$ cat config.mk
export PLATFORM = sky130hd
export DESIGN_NAME = ide_pio_timer
export DESIGN_NICKNAME = d
export VERILOG_FILES = /design/src/rtl/ide_pio_timer.sv
export SDC_FILE = /design/constraint.sdc
export NUM_CORES = 1
export LEC_CHECK = 0
export BUFFER_PORTS_ARGS = -buffer_cell sky130_fd_sc_hd__buf_2
export CORE_MARGIN = 2
export CORE_UTILIZATION = 49
export DETAILED_ROUTE_END_ITERATION = 7
export PLACE_DENSITY = 0.74
export SETUP_SLACK_MARGIN = 0.5
export SLEW_MARGIN = 40
export SYNTH_ARGS = -nofsm -noshare
export SYNTH_HDL_FRONTEND = slang
export SYNTH_SLANG_ARGS = --single-unit
$ cat constraint.sdc
create_clock -name clk -period 2 [get_ports clk]
set_input_delay 0.1 -clock clk [delete_from_list [all_inputs] [get_ports clk]]
set_output_delay 0.1 -clock clk [all_outputs]
set_load 0.1 [all_outputs]
$ cat src/rtl/ide_pio_timer.sv
module ide_pio_timer #(
  parameter int CW = 5
) (
  input  logic       clk,
  input  logic       rst_n,
  input  logic       req,
  input  logic       wr,
  input  logic [7:0] timing,
  input  logic       dual_fmt,
  input  logic       slow_bus,
  output logic       ior_n,
  output logic       iow_n,
  output logic       done
);

  typedef enum logic [1:0] {S_IDLE, S_ACT, S_REC} st_t;

  st_t           state;
  logic [CW-1:0] cnt;
  logic [CW-1:0] rec_len;
  logic [CW-1:0] act_ld;
  logic [CW-1:0] rec_ld;
  logic          dir;
  logic          pend;
  logic          idle;
  logic          want;
  logic          act_last;
  logic          rec_last;
  logic          cyc_end;
  logic          start;

  always_comb begin
    if (dual_fmt) begin
      act_ld = CW'(17) - CW'(timing[3:0]);
      rec_ld = (timing[7:4] > 4'd13) ? CW'(2) : CW'(15) - CW'(timing[7:4]);
    end else if (slow_bus) begin
      act_ld = CW'(9) - CW'(timing[2:0]);
      rec_ld = CW'(15) - CW'(timing[7:4]);
    end else begin
      act_ld = CW'(8) - CW'(timing[2:0]);
      rec_ld = CW'(18) - CW'(timing[7:4]);
    end
  end

  assign idle     = (state == S_IDLE);
  assign want     = req | pend;
  assign act_last = (state == S_ACT) && (cnt == CW'(1));
  assign rec_last = (state == S_REC) && (cnt == CW'(1));
  assign cyc_end  = (act_last && rec_len == '0) || rec_last;
  assign start    = want && (idle || cyc_end);

  always_ff @(posedge clk or negedge rst_n) begin
    if (!rst_n) begin
      state   <= S_IDLE;
      cnt     <= '0;
      rec_len <= '0;
      dir     <= 1'b0;
    end else if (start) begin
      state   <= S_ACT;
      cnt     <= act_ld;
      rec_len <= rec_ld;
      dir     <= wr;
    end else if (act_last) begin
      if (rec_len == '0) begin
        state <= S_IDLE;
      end else begin
        state <= S_REC;
        cnt   <= rec_len;
      end
    end else if (rec_last) begin
      state <= S_IDLE;
    end else if (!idle) begin
      cnt <= cnt - CW'(1);
    end
  end

  always_ff @(posedge clk or negedge rst_n) begin
    if (!rst_n)                pend <= 1'b0;
    else if (!idle && !cyc_end) pend <= pend | req;
    else                       pend <= 1'b0;
  end

  assign ior_n = !((state == S_ACT) && !dir);
  assign iow_n = !((state == S_ACT) && dir);
  assign done  = cyc_end;

endmodule


[Word-level counts from Yosys, hierarchy flattened]
Cells that the tools add are included.
Operators by class
  eq/ne operators: 6
  add/sub/neg operators: 6
  order comparisons: 1
  multiplexer cells: 15
  bitwise gates (word level): 1
  reductions and logical operators: 18
Operator list (number)
  $mux 5: 10
  $sub 4x3->5 const A: 2
  $sub 5x4->5 const A: 2
  $mux 2: 4
  $logic_and 1x1->1: 7
  $eq 5x1->1 const B: 1
  $logic_not 1->1: 5
  $logic_not 5->1: 1
  $sub 4x4->5 const A: 1
  $sub 5x1->5 const B: 1
  $gt 4x4->1 const B: 1
  $ne 3x1->1 const B: 1
  $ne 3x2->1 const B: 1
  $ne 3x3->1 const B: 1
  $reduce_and 3->1: 1
  $reduce_bool 3->1: 1
  $eq 2x1->1 const B: 1
  $eq 2x2->1 const B: 1
  $logic_not 2->1: 1
  $logic_or 1x1->1: 2
  $mux 1: 1
  $or 1x1->1: 1
Word-level totals
  flip-flop bits (word level): 14

[Logic depth before layout (Yosys ltp)]
Gate-level depths: netlist of the first run.
  depth after elaboration: 8
  mapped depth: 7
  depth with buffers taken out: 6

[Worst setup path before layout of the first run]
No wires, ideal clock.
  path kind: reg2out
  from: register rec_len[1]
  to: output done
  path buffers: 0
  arrival time: 2442 ps
  data required time: 1900 ps
  slack: -542 ps
  stages on the path, launching flop included: 5
  cells stage by stage: dfrtp_1 > or4_1 > nor3_1 > mux2i_1 > nor2_1
On the way
  cells in the longest elaborated chain, start to end: 3
Ends and longest elaborated chain
  start: declaration: RTL line 20  | logic [CW-1:0] rec_len;
  start signal: assignment: RTL line 61  | rec_len <= rec_ld;
  $logic_not 5->1: RTL line 49  | assign cyc_end = (act_last && rec_len == '0) || rec_last;
  $logic_and 1x1->1: RTL line 49
  $logic_or 1x1->1: RTL line 49
  end: declaration: RTL line 13  | output logic done
No other way between the ends.

[Worst setup path in the final report of the first run]
  from: register cnt[1]
  to: register rec_len[0]
On the way
  cells in the longest elaborated chain, start to end: 6
  elaborated cells between the ends (all ways): 7
  classes of those cells: 1 x eq/ne; 6 x reduce/logical
Ends and longest elaborated chain
  start: declaration: RTL line 19  | logic [CW-1:0] cnt;
  start signal: assignment: RTL line 60  | cnt <= act_ld;
  start signal: assignment: RTL line 68  | cnt <= rec_len;
  start signal: assignment: RTL line 73  | cnt <= cnt - CW'(1);
  $eq 5x1->1 *: RTL line 47, 48
  $logic_and 1x1->1: RTL line 47  | assign act_last = (state == S_ACT) && (cnt == CW'(1));
  $logic_and 1x1->1: RTL line 49
  $logic_or 1x1->1 *: RTL line 49
  $logic_or 1x1->1 *: RTL line 50  | assign start = want && (idle || cyc_end);
  $logic_and 1x1->1 *: RTL line 50
Every way passes the cells marked *; elsewhere a longest branch is shown, timed or not.
A chain may end at the register's enable or synchronous reset.

==> results of run 1 <==
==> Yosys cell counts <==
| cell | number | area, sq um |
|---|---|---|
| or4b_1 | 1 | 10.0 |
| nor3_1 | 5 | 25.0 |
| xnor2_1 | 4 | 35.0 |
| mux2i_1 | 9 | 90.1 |
| nor2_1 | 8 | 30.0 |
| nor2b_1 | 1 | 6.26 |
| o22a_1 | 1 | 8.76 |
| nand2b_1 | 1 | 6.26 |
| a41oi_1 | 1 | 8.76 |
| o21ai_0 | 5 | 25.0 |
| mux2_2 | 9 | 101 |
| and2_1 | 1 | 6.26 |
| nor3b_1 | 2 | 15.0 |
| nor4b_1 | 2 | 17.5 |
| nor4_4 | 1 | 21.3 |
| o21ai_2 | 1 | 8.76 |
| xor2_1 | 4 | 35.0 |
| a31oi_1 | 1 | 6.26 |
| dfrtp_1 | 14 | 350 |
| o211ai_1 | 1 | 7.51 |
| clkbuf_1 | 1 | 3.75 |
| inv_1 | 10 | 37.5 |
| a21oi_1 | 3 | 15.0 |
| nand2_1 | 6 | 22.5 |
| a22oi_1 | 2 | 15.0 |
| ha_1 | 7 | 87.6 |
| or4_1 | 1 | 7.51 |
| buf_2 | 1 | 5.00 |
| a41o_1 | 1 | 10.0 |
| maj3_1 | 1 | 10.0 |
==> path summary, 6_finish.rpt <==
kind / start / endpoint / slack [ns] / depth (start not counted)
worst min-delay path: wr / dir$_DFFE_PN0N_ / 0.04 / 2
max in group asynchronous: rst_n / rec_len[0]$_DFFE_PN0N_ / 1.54 / 2
min in group asynchronous: rst_n / cnt[2]$_DFFE_PN0P_ / 0.22 / 2
worst max register to register: cnt[1]$_DFFE_PN0P_ / rec_len[0]$_DFFE_PN0N_ / 0.008 / 7
worst max-delay path: cnt[1]$_DFFE_PN0P_ / rec_len[0]$_DFFE_PN0N_ / 0.008 / 7
worst min register to register: dir$_DFFE_PN0N_ / dir$_DFFE_PN0N_ / 0.54 / 1
==> worst reg2reg max path, stage by stage (launching register included) <==
cell	delay [ns]
dfrtp_1	0.40
inv_2	0.09
ha_4	0.12
or4b_4	0.51
nor4_4	0.17
buf_4	0.17
o21ai_4	0.10
mux2_4	0.32
==> registers in the layout, indices dropped and copies added, names as in the netlist <==
signal	count
cnt	5
dir	1
pend	1
rec_len	5
state	2
==> area by class of cell <==
type / instances / area share (%)
clock buffers: 4 / 2.55
inverters: 10 / 2.64
multi-input cells: 79 / 49.2
flip-flops and latches: 14 / 24.6
well taps: 27 / 2.38
repair buffers: 35 / 18.6
==> kinds of logic (layout without fill, tap and decap cells) <==
logic type      after synthesis  count (layout)  share of synthesized area [%]
xor+xnor                      8               8                           6.81
compound gates               16              16                           10.2
fa+ha+maj                     8               8                           9.49
flops                        14              14                           34.1
mux                          18              18                           18.6
simple gates                 29              29                           16.3
buf+inv                      12              49                           4.50
==> report_power, final <==
group          internal, mW  switching [mW]  leakage [nW]
clock                 0.111           0.102        0.0210
sequential            0.424           0.155         0.162
combinational         0.503           0.499         0.491
==> timing repair <==
item,CTS,global route
gates resized for setup,16,6
endpoints found under the setup margin,17,17
pin swaps,2,1
setup buffers,7,3
endpoints found under the hold margin,14,0
cloned,0,0
hold buffers,1,0
==> routing by layer <==
metal | track usage (%) | share of wire, % | vias up
met4 | 15.3 | 2.9 | 0
met1 | 25.9 | 41 | 436
li1 | - | - | 447
met5 | 0 | 0 | -
met3 | 2.73 | 3.7 | 7
met2 | 39.6 | 53 | 28
==> metrics by stage <==
stage	TNS (ns)	instances
final	0	169
after floorplan	0	105
after CTS	0	166
after global placement	0	154
after detailed placement	-0.364	154
after global routing	-0.313	169
==> results.txt, run 1 <==
status: completed
Worst path top cell family by delay: simple AND/OR/NAND/NOR gates
crit path buf inv count: 2
H-tree Lvls: 1
Max clock buf depth: 2
WS Path Type: flop to flop
vias post-DR: 918
initial antenna violation count: 0
GP Congestion: 0.951
multi-input logic area: 699 sq um
CP Launch Type: flop
Die X: 49.8 um
detailed-route wire length: 2540 um
PortBufs: 16
WP data arrival: 2.17 ns
TritonCTS Buffers: 3
Netlist cell types: 30
maximum vdd drop: 0.000693 V
number of diodes: 0
Synth Register Bits: 14
Final Max Tran Viols: 0
Placed Area: 0.00122 sq mm
Die Area: 0.00248 sq mm
fillers: 150
CTS Root Cell: clkbuf_4
Crit. End Element: flop
slowest stage delay, CP: 0.51 ns
WHS: 0.0442 ns
Critical Path Slowest Stage Cell: or4b_4
die height: 49.8 um
Place WS: -0.0627 ns
skew final: 0.00589 ns
sequential area share after synthesis: 34.1%
Hold Path Class: input pin to flop
total grt overflow: 0
Syn Area/Cell: 9.80 sq um
Critical Path RT: 2.18 ns
first-pass GRT wire length: 4130 um
final core occ: 72.4%
CTS tree: built
syn nets: 126
layout cells sized above 1: 43.0%
Final Worst Setup Slack: 0.00834 ns
Final HPWL DP: 1820 um
worst slew pin tran: 0.566 ns
Max Fclk: 502 MHz
Tot Pwr: 1.79 mW
Global Route Usage Sum: 22.7%
remaining antenna violation count: 0
leakage: 0.674 nW
Final Setup Violations: 0
Rows: 16
CTS Sinks: 14
Final Hold Fails: 0
Area Growth Syn to Fin: 38.2%
Residual DRC: 0
peak fanout along the critical path: 7
fin crit period: 1.99 ns
Placeable Area: 0.00196 sq mm
# IOs: 17
Pwr Density: 1260 mW/mm^2
relative slew slack: 62.1%
fin area: 0.00142 sq mm
synth warn: 0
vias in the first global route: 923
unrepaired setup endpoints after global routing: true
initial core utilization: 52.4%
crit share post-route: 99.6%
vias per cell: 5.43
Post-Syn Instances: 105
Clock transition at path regs: 0.09 ns
commonest non-fill, non-tap cell in the layout: buf_4
Synth Cell Area: 0.00103 sq mm
most frequent cells in the layout: 15 x buf_4, 14 x dfrtp_1, 13 x buf_2, 9 x inv_1, 9 x mux2i_1
Cell Chain, Critical Path: inv_2 > ha_4 > or4b_4 > nor4_4 > buf_4 > o21ai_4 > mux2_4
clk_lat worst skew: 0.29 ns
Final #Nets: 164
Initial DRT Pass Iterations: 4
DRT iter0 DRCs: 21
Seq. cell area: 350 sq um
largest net degree at the start of global routing: 15
maxcap violations: 0
DR WL/cell: 15.1 um
No activity file was read; power rests on OpenSTA's default activity.
==> run 2, diff against run 1 <==
--- a/config.mk
+++ b/config.mk
@@ -6,10 +6,12 @@
 export NUM_CORES = 1
 export LEC_CHECK = 0
 export BUFFER_PORTS_ARGS = -buffer_cell sky130_fd_sc_hd__buf_2
-export CORE_MARGIN = 2
-export CORE_UTILIZATION = 49
+export CELL_PAD_IN_SITES_DETAIL_PLACEMENT = 0
+export CELL_PAD_IN_SITES_GLOBAL_PLACEMENT = 1
+export CORE_ASPECT_RATIO = 0.5
+export CORE_UTILIZATION = 38
 export DETAILED_ROUTE_END_ITERATION = 7
-export PLACE_DENSITY = 0.74
+export PLACE_DENSITY_LB_ADDON = 0.1
 export SETUP_SLACK_MARGIN = 0.5
 export SLEW_MARGIN = 40
 export SYNTH_ARGS = -nofsm -noshare
==> run 2 against run 1 <==
  * Power rose by 0.54%
  * Global-route usage fell by 4.3 points
  * Cell count rose by 2.4%
  * Worst setup slack improved by 0.048 ns
  * Maximum frequency rose by 2.5%
  * Clock skew fell by 0.0050 ns
  * Via count fell by 6.9%
  * Sequential share of layout area rose by 0.26 points
  * Critical path depth did not move
==> results.txt, run 2 (synthesis gave the netlist of run 1 again) <==
# IOs: 17
Final #Nets: 160
DRT iter0 DRCs: 35
Rows: 12
FF-to-FF setup slack: 0.06 ns
WS Path Type: flop to flop
clk_lat worst skew: 0.25 ns
vias per cell: 4.94
Top Layer Used: met4
DR WL/cell: 13.6 um
Max clock buf depth: 2
skew final: 0.000919 ns
number of diodes: 0
Hold Path Class: input pin to flop
Clock transition at path regs: 0.06 ns
hold path start: wr
Die X: 75.6 um
Area Growth Syn to Fin: 36.7%
Residual DRC: 0
peak fanout along the critical path: 5
total grt overflow: 0
vias post-DR: 855
GP Congestion: 0.807
maximum vdd drop: 0.000652 V
initial core utilization: 43.1%
largest net degree at the start of global routing: 15
Initial DRT Pass Iterations: 4
worst slew pin tran: 0.531 ns
PortBufs: 16
WL met3: 107 um
crit path from: cnt[1]$_DFFE_PN0P_
Hold Path Sink: dir$_DFFE_PN0N_
H-tree Lvls: 1
Placeable Area: 0.00239 sq mm
commonest non-fill, non-tap cell in the layout: buf_4
reg2reg end: cnt[3]$_DFFE_PN0P_
post-route insts no fill: 173
Final HPWL DP: 1820 um
Final Hold Fails: 0
maxcap violations: 0
status: completed
CTS tree: built
remaining antenna violation count: 0
Global Route Usage Sum: 18.4%
Tot Pwr: 1.80 mW
crit share post-route: 97.2%
Hold Path Cell Cnt: 2
Max Fclk: 515 MHz
WHS: 0.0865 ns
Die Area: 0.00293 sq mm
FF-to-FF Start: cnt[1]$_DFFE_PN0P_
fillers: 202
relative slew slack: 64.4%
leakage: 0.652 nW
CTS Root Cell: clkbuf_8
vias in the first global route: 797
Final Setup Violations: 0
detailed-route wire length: 2360 um
Final TNS setup: 0 ns
layout cells sized above 1: 39.9%
Final Max Tran Viols: 0
unrepaired setup endpoints after global routing: true
first-pass GRT wire length: 3770 um
biggest regs: cnt: 5 flops, rec_len: 5 flops, state: 2 flops
R2R cell count: 7
Critical Path RT: 2.14 ns
Pwr Density: 1280 mW/mm^2
die height: 38.8 um
most frequent cells in the layout: 15 x buf_4, 14 x dfrtp_1, 13 x buf_2, 9 x inv_1, 9 x mux2i_1
Crit. End Element: flop
placed cell count: 163
TritonCTS Buffers: 3
initial antenna violation count: 0
CP Launch Type: flop
M1 WL: 1290 um
fin crit period: 1.94 ns
WP data arrival: 2.08 ns
WL met2: 946 um
CTS Sinks: 14
run 2: area by class of cell:
cell class / instances / area (sq um) / share of cell area, %
sequential: 14 / 350 / 24.9
timing repair buffer: 31 / 219 / 15.6
tap: 35 / 43.8 / 3.11
clock buffer: 4 / 55.1 / 3.91
inverter: 10 / 37.5 / 2.67
multi-input combinational: 79 / 701 / 49.8
run 2: critical path, stage by stage (launching register included):
cell,delay [ns]
dfrtp_1,0.38
inv_2,0.08
ha_4,0.11
or4b_4,0.51
nor4_4,0.24
buf_4,0.19
nor2_4,0.05
mux2_2,0.27
run 2: worst max path at each step:
stage | end | slack (ns) | cells after the start
after floorplan | dir$_DFFE_PN0N_ | 0.08 | 7
after global routing | cnt[3]$_DFFE_PN0P_ | 0.001 | 7
after global placement | rec_len[0]$_DFFE_PN0N_ | 0.03 | 6
after CTS | done | 0.06 | 6
final | cnt[3]$_DFFE_PN0P_ | 0.06 | 7
after detailed placement | rec_len[4]$_DFFE_PN0N_ | -0.04 | 6
run 2: metrics by stage:
step	worst slack, ns	util, %	instance area (sq um)
final	0.0566	58.9	1410
after floorplan	0.0834	-	1050
after global routing	0.00139	58.9	1410
after CTS	0.0593	56.8	1360
after global placement	0.0256	51.8	1240
after detailed placement	-0.0374	51.8	1240
run 2: report_power, final:
| part | total (mW) | internal [mW] | switching, mW | leakage [nW] |
|---|---|---|---|---|
| registers | 0.572 | 0.425 | 0.148 | 0.162 |
| clock network | 0.280 | 0.175 | 0.105 | 0.0288 |
| logic | 0.952 | 0.470 | 0.482 | 0.461 |
| total | 1.80 | 1.07 | 0.735 | 0.652 |
run 2: routing by layer:
| layer | global-route usage (%) | up-vias |
|---|---|---|
| met5 | 0 | - |
| met4 | 5.56 | 0 |
| met3 | 3.91 | 2 |
| met2 | 27.0 | 25 |
| met1 | 26.9 | 392 |
| li1 | - | 436 |
run 2: repair_timing:
action                                  CTS  global route
hold buffers                              1             0
resized for setup                        10             6
endpoints found under the setup margin   17            15
pin swaps                                 2             2
setup buffers                             2             3
hold endpoints to repair                 14             0
==> run 3, diff against run 2 <==
--- a/config.mk
+++ b/config.mk
@@ -11,6 +11,7 @@
 export CORE_ASPECT_RATIO = 0.5
 export CORE_UTILIZATION = 38
 export DETAILED_ROUTE_END_ITERATION = 7
+export MAX_ROUTING_LAYER = met4
 export PLACE_DENSITY_LB_ADDON = 0.1
 export SETUP_SLACK_MARGIN = 0.5
 export SLEW_MARGIN = 40
==> run 3 against run 2 <==
  * Core utilization rose by 0.10 points
  * Critical path depth did not move
  * Die area did not move
  * Final area rose by 0.18%
  * Power rose by 0.32%
  * Critical endpoint unchanged
==> results.txt, run 3 (synthesis gave the netlist of run 1 again) <==
status: completed
post-route insts no fill: 173
final core occ: 59.0%
fin area: 0.00141 sq mm
Die Area: 0.00293 sq mm
Final HPWL DP: 1820 um
Hold Path Class: input pin to flop
CTS Sinks: 14
initial core utilization: 43.1%
relative slew slack: 64.4%
commonest non-fill, non-tap cell in the layout: buf_4
clk_lat worst skew: 0.25 ns
Initial DRT Pass Iterations: 4
Critical Path RT: 2.14 ns
Area Growth Syn to Fin: 37.0%
peak fanout along the critical path: 5
Max clock buf depth: 2
detailed-route wire length: 2350 um
DRT iter0 DRCs: 35
CP Launch Type: flop
WS Path Type: flop to flop
total grt overflow: 0
hold path start: wr
FF-to-FF setup slack: 0.06 ns
WHS: 0.0875 ns
initial antenna violation count: 0
CTS Root Cell: clkbuf_8
largest net degree at the start of global routing: 15
Hold Path Sink: dir$_DFFE_PN0N_
remaining antenna violation count: 0
Max Fclk: 515 MHz
crit share post-route: 97.0%
Final TNS setup: 0 ns
leakage: 0.651 nW
Tot Pwr: 1.81 mW
Clock transition at path regs: 0.06 ns
Crit. End Element: flop
Final #Nets: 160
placed cell count: 163
R2R cell count: 7
unrepaired setup endpoints after global routing: true
worst slew pin tran: 0.531 ns
vias per cell: 4.94
layout cells sized above 1: 41.3%
Global Route Usage Sum: 19.0%
CTS tree: built
TritonCTS Buffers: 3
PortBufs: 16
Final Worst Setup Slack: 0.0599 ns
die height: 38.8 um
FF-to-FF Start: cnt[1]$_DFFE_PN0P_
maximum vdd drop: 0.000659 V
Final Max Tran Viols: 0
first-pass GRT wire length: 3790 um
Final Setup Violations: 0
GP Congestion: 0.819
skew final: 0.00117 ns
Placeable Area: 0.00239 sq mm
Final Hold Fails: 0
maxcap violations: 0
DR WL/cell: 13.6 um
number of diodes: 0
Place WS: -0.0374 ns
most frequent cells in the layout: 15 x buf_4, 13 x buf_2, 12 x dfrtp_1, 9 x inv_1, 9 x mux2i_1
biggest regs: cnt: 5 flops, rec_len: 5 flops, state: 2 flops
vias in the first global route: 795
vias post-DR: 854
Die X: 75.6 um
fillers: 204
Placed Area: 0.00124 sq mm
Pwr Density: 1280 mW/mm^2
# IOs: 17
fin crit period: 1.94 ns
WP data arrival: 2.08 ns
H-tree Lvls: 1
Hold Path Cell Cnt: 2
Residual DRC: 0
reg2reg end: cnt[3]$_DFFE_PN0P_
Rows: 12
-- run 3: cell counts in the layout (fill, tap and decap cells not counted) --
Identical to the previous run, type by type.
-- run 3: timing repair --
item                       4_1_cts  5_1_grt
hold buffers                     1        0
setup endpoints to repair       17       16
gates resized for setup         10        8
hold endpoints to repair        14        0
pin swaps                        2        4
buffers inserted                 2        3
-- run 3: power breakdown --
| part | internal (mW) | switching, mW | total [mW] |
|---|---|---|---|
| Combinational | 0.472 | 0.481 | 0.954 |
| Sequential | 0.429 | 0.148 | 0.576 |
| Clock | 0.175 | 0.106 | 0.280 |
-- run 3: worst max path at each step --
stage / slack, ns / from / to
detailed placement: -0.04 / cnt[1]$_DFFE_PN0P_ / rec_len[4]$_DFFE_PN0N_
floorplan: 0.08 / cnt[1]$_DFFE_PN0P_ / dir$_DFFE_PN0N_
global route: 0.002 / cnt[1]$_DFFE_PN0P_ / cnt[3]$_DFFE_PN0P_
global placement: 0.03 / cnt[1]$_DFFE_PN0P_ / rec_len[0]$_DFFE_PN0N_
CTS: 0.06 / cnt[1]$_DFFE_PN0P_ / done
finish: 0.06 / cnt[1]$_DFFE_PN0P_ / cnt[3]$_DFFE_PN0P_
-- run 3: cell type report --
| type | count | area (sq um) | share of cell area [%] |
|---|---|---|---|
| tap | 35 | 43.8 | 3.11 |
| clock buffer | 4 | 55.1 | 3.91 |
| sequential | 14 | 353 | 25.0 |
| inverter | 10 | 37.5 | 2.66 |
| timing repair buffer | 31 | 219 | 15.5 |
| multi-input combinational | 79 | 701 | 49.7 |
-- run 3: metal layers --
metal | GRT usage (%) | up-vias | part of all wire (%)
li1 | - | 435 | -
met5 | - | - | 0
met3 | 3.91 | 2 | 4.5
met1 | 27.0 | 392 | 54
met4 | 5.56 | 0 | 0.60
met2 | 27.0 | 25 | 40
-- run 3: worst max-delay path, cell delays in order, from the launching register on --
cell and delay, ns:
dfrtp_1 0.38, inv_2 0.08, ha_4 0.11, or4b_4 0.51, nor4_4 0.24, buf_4 0.19, nor2_4 0.05, mux2_2 0.27
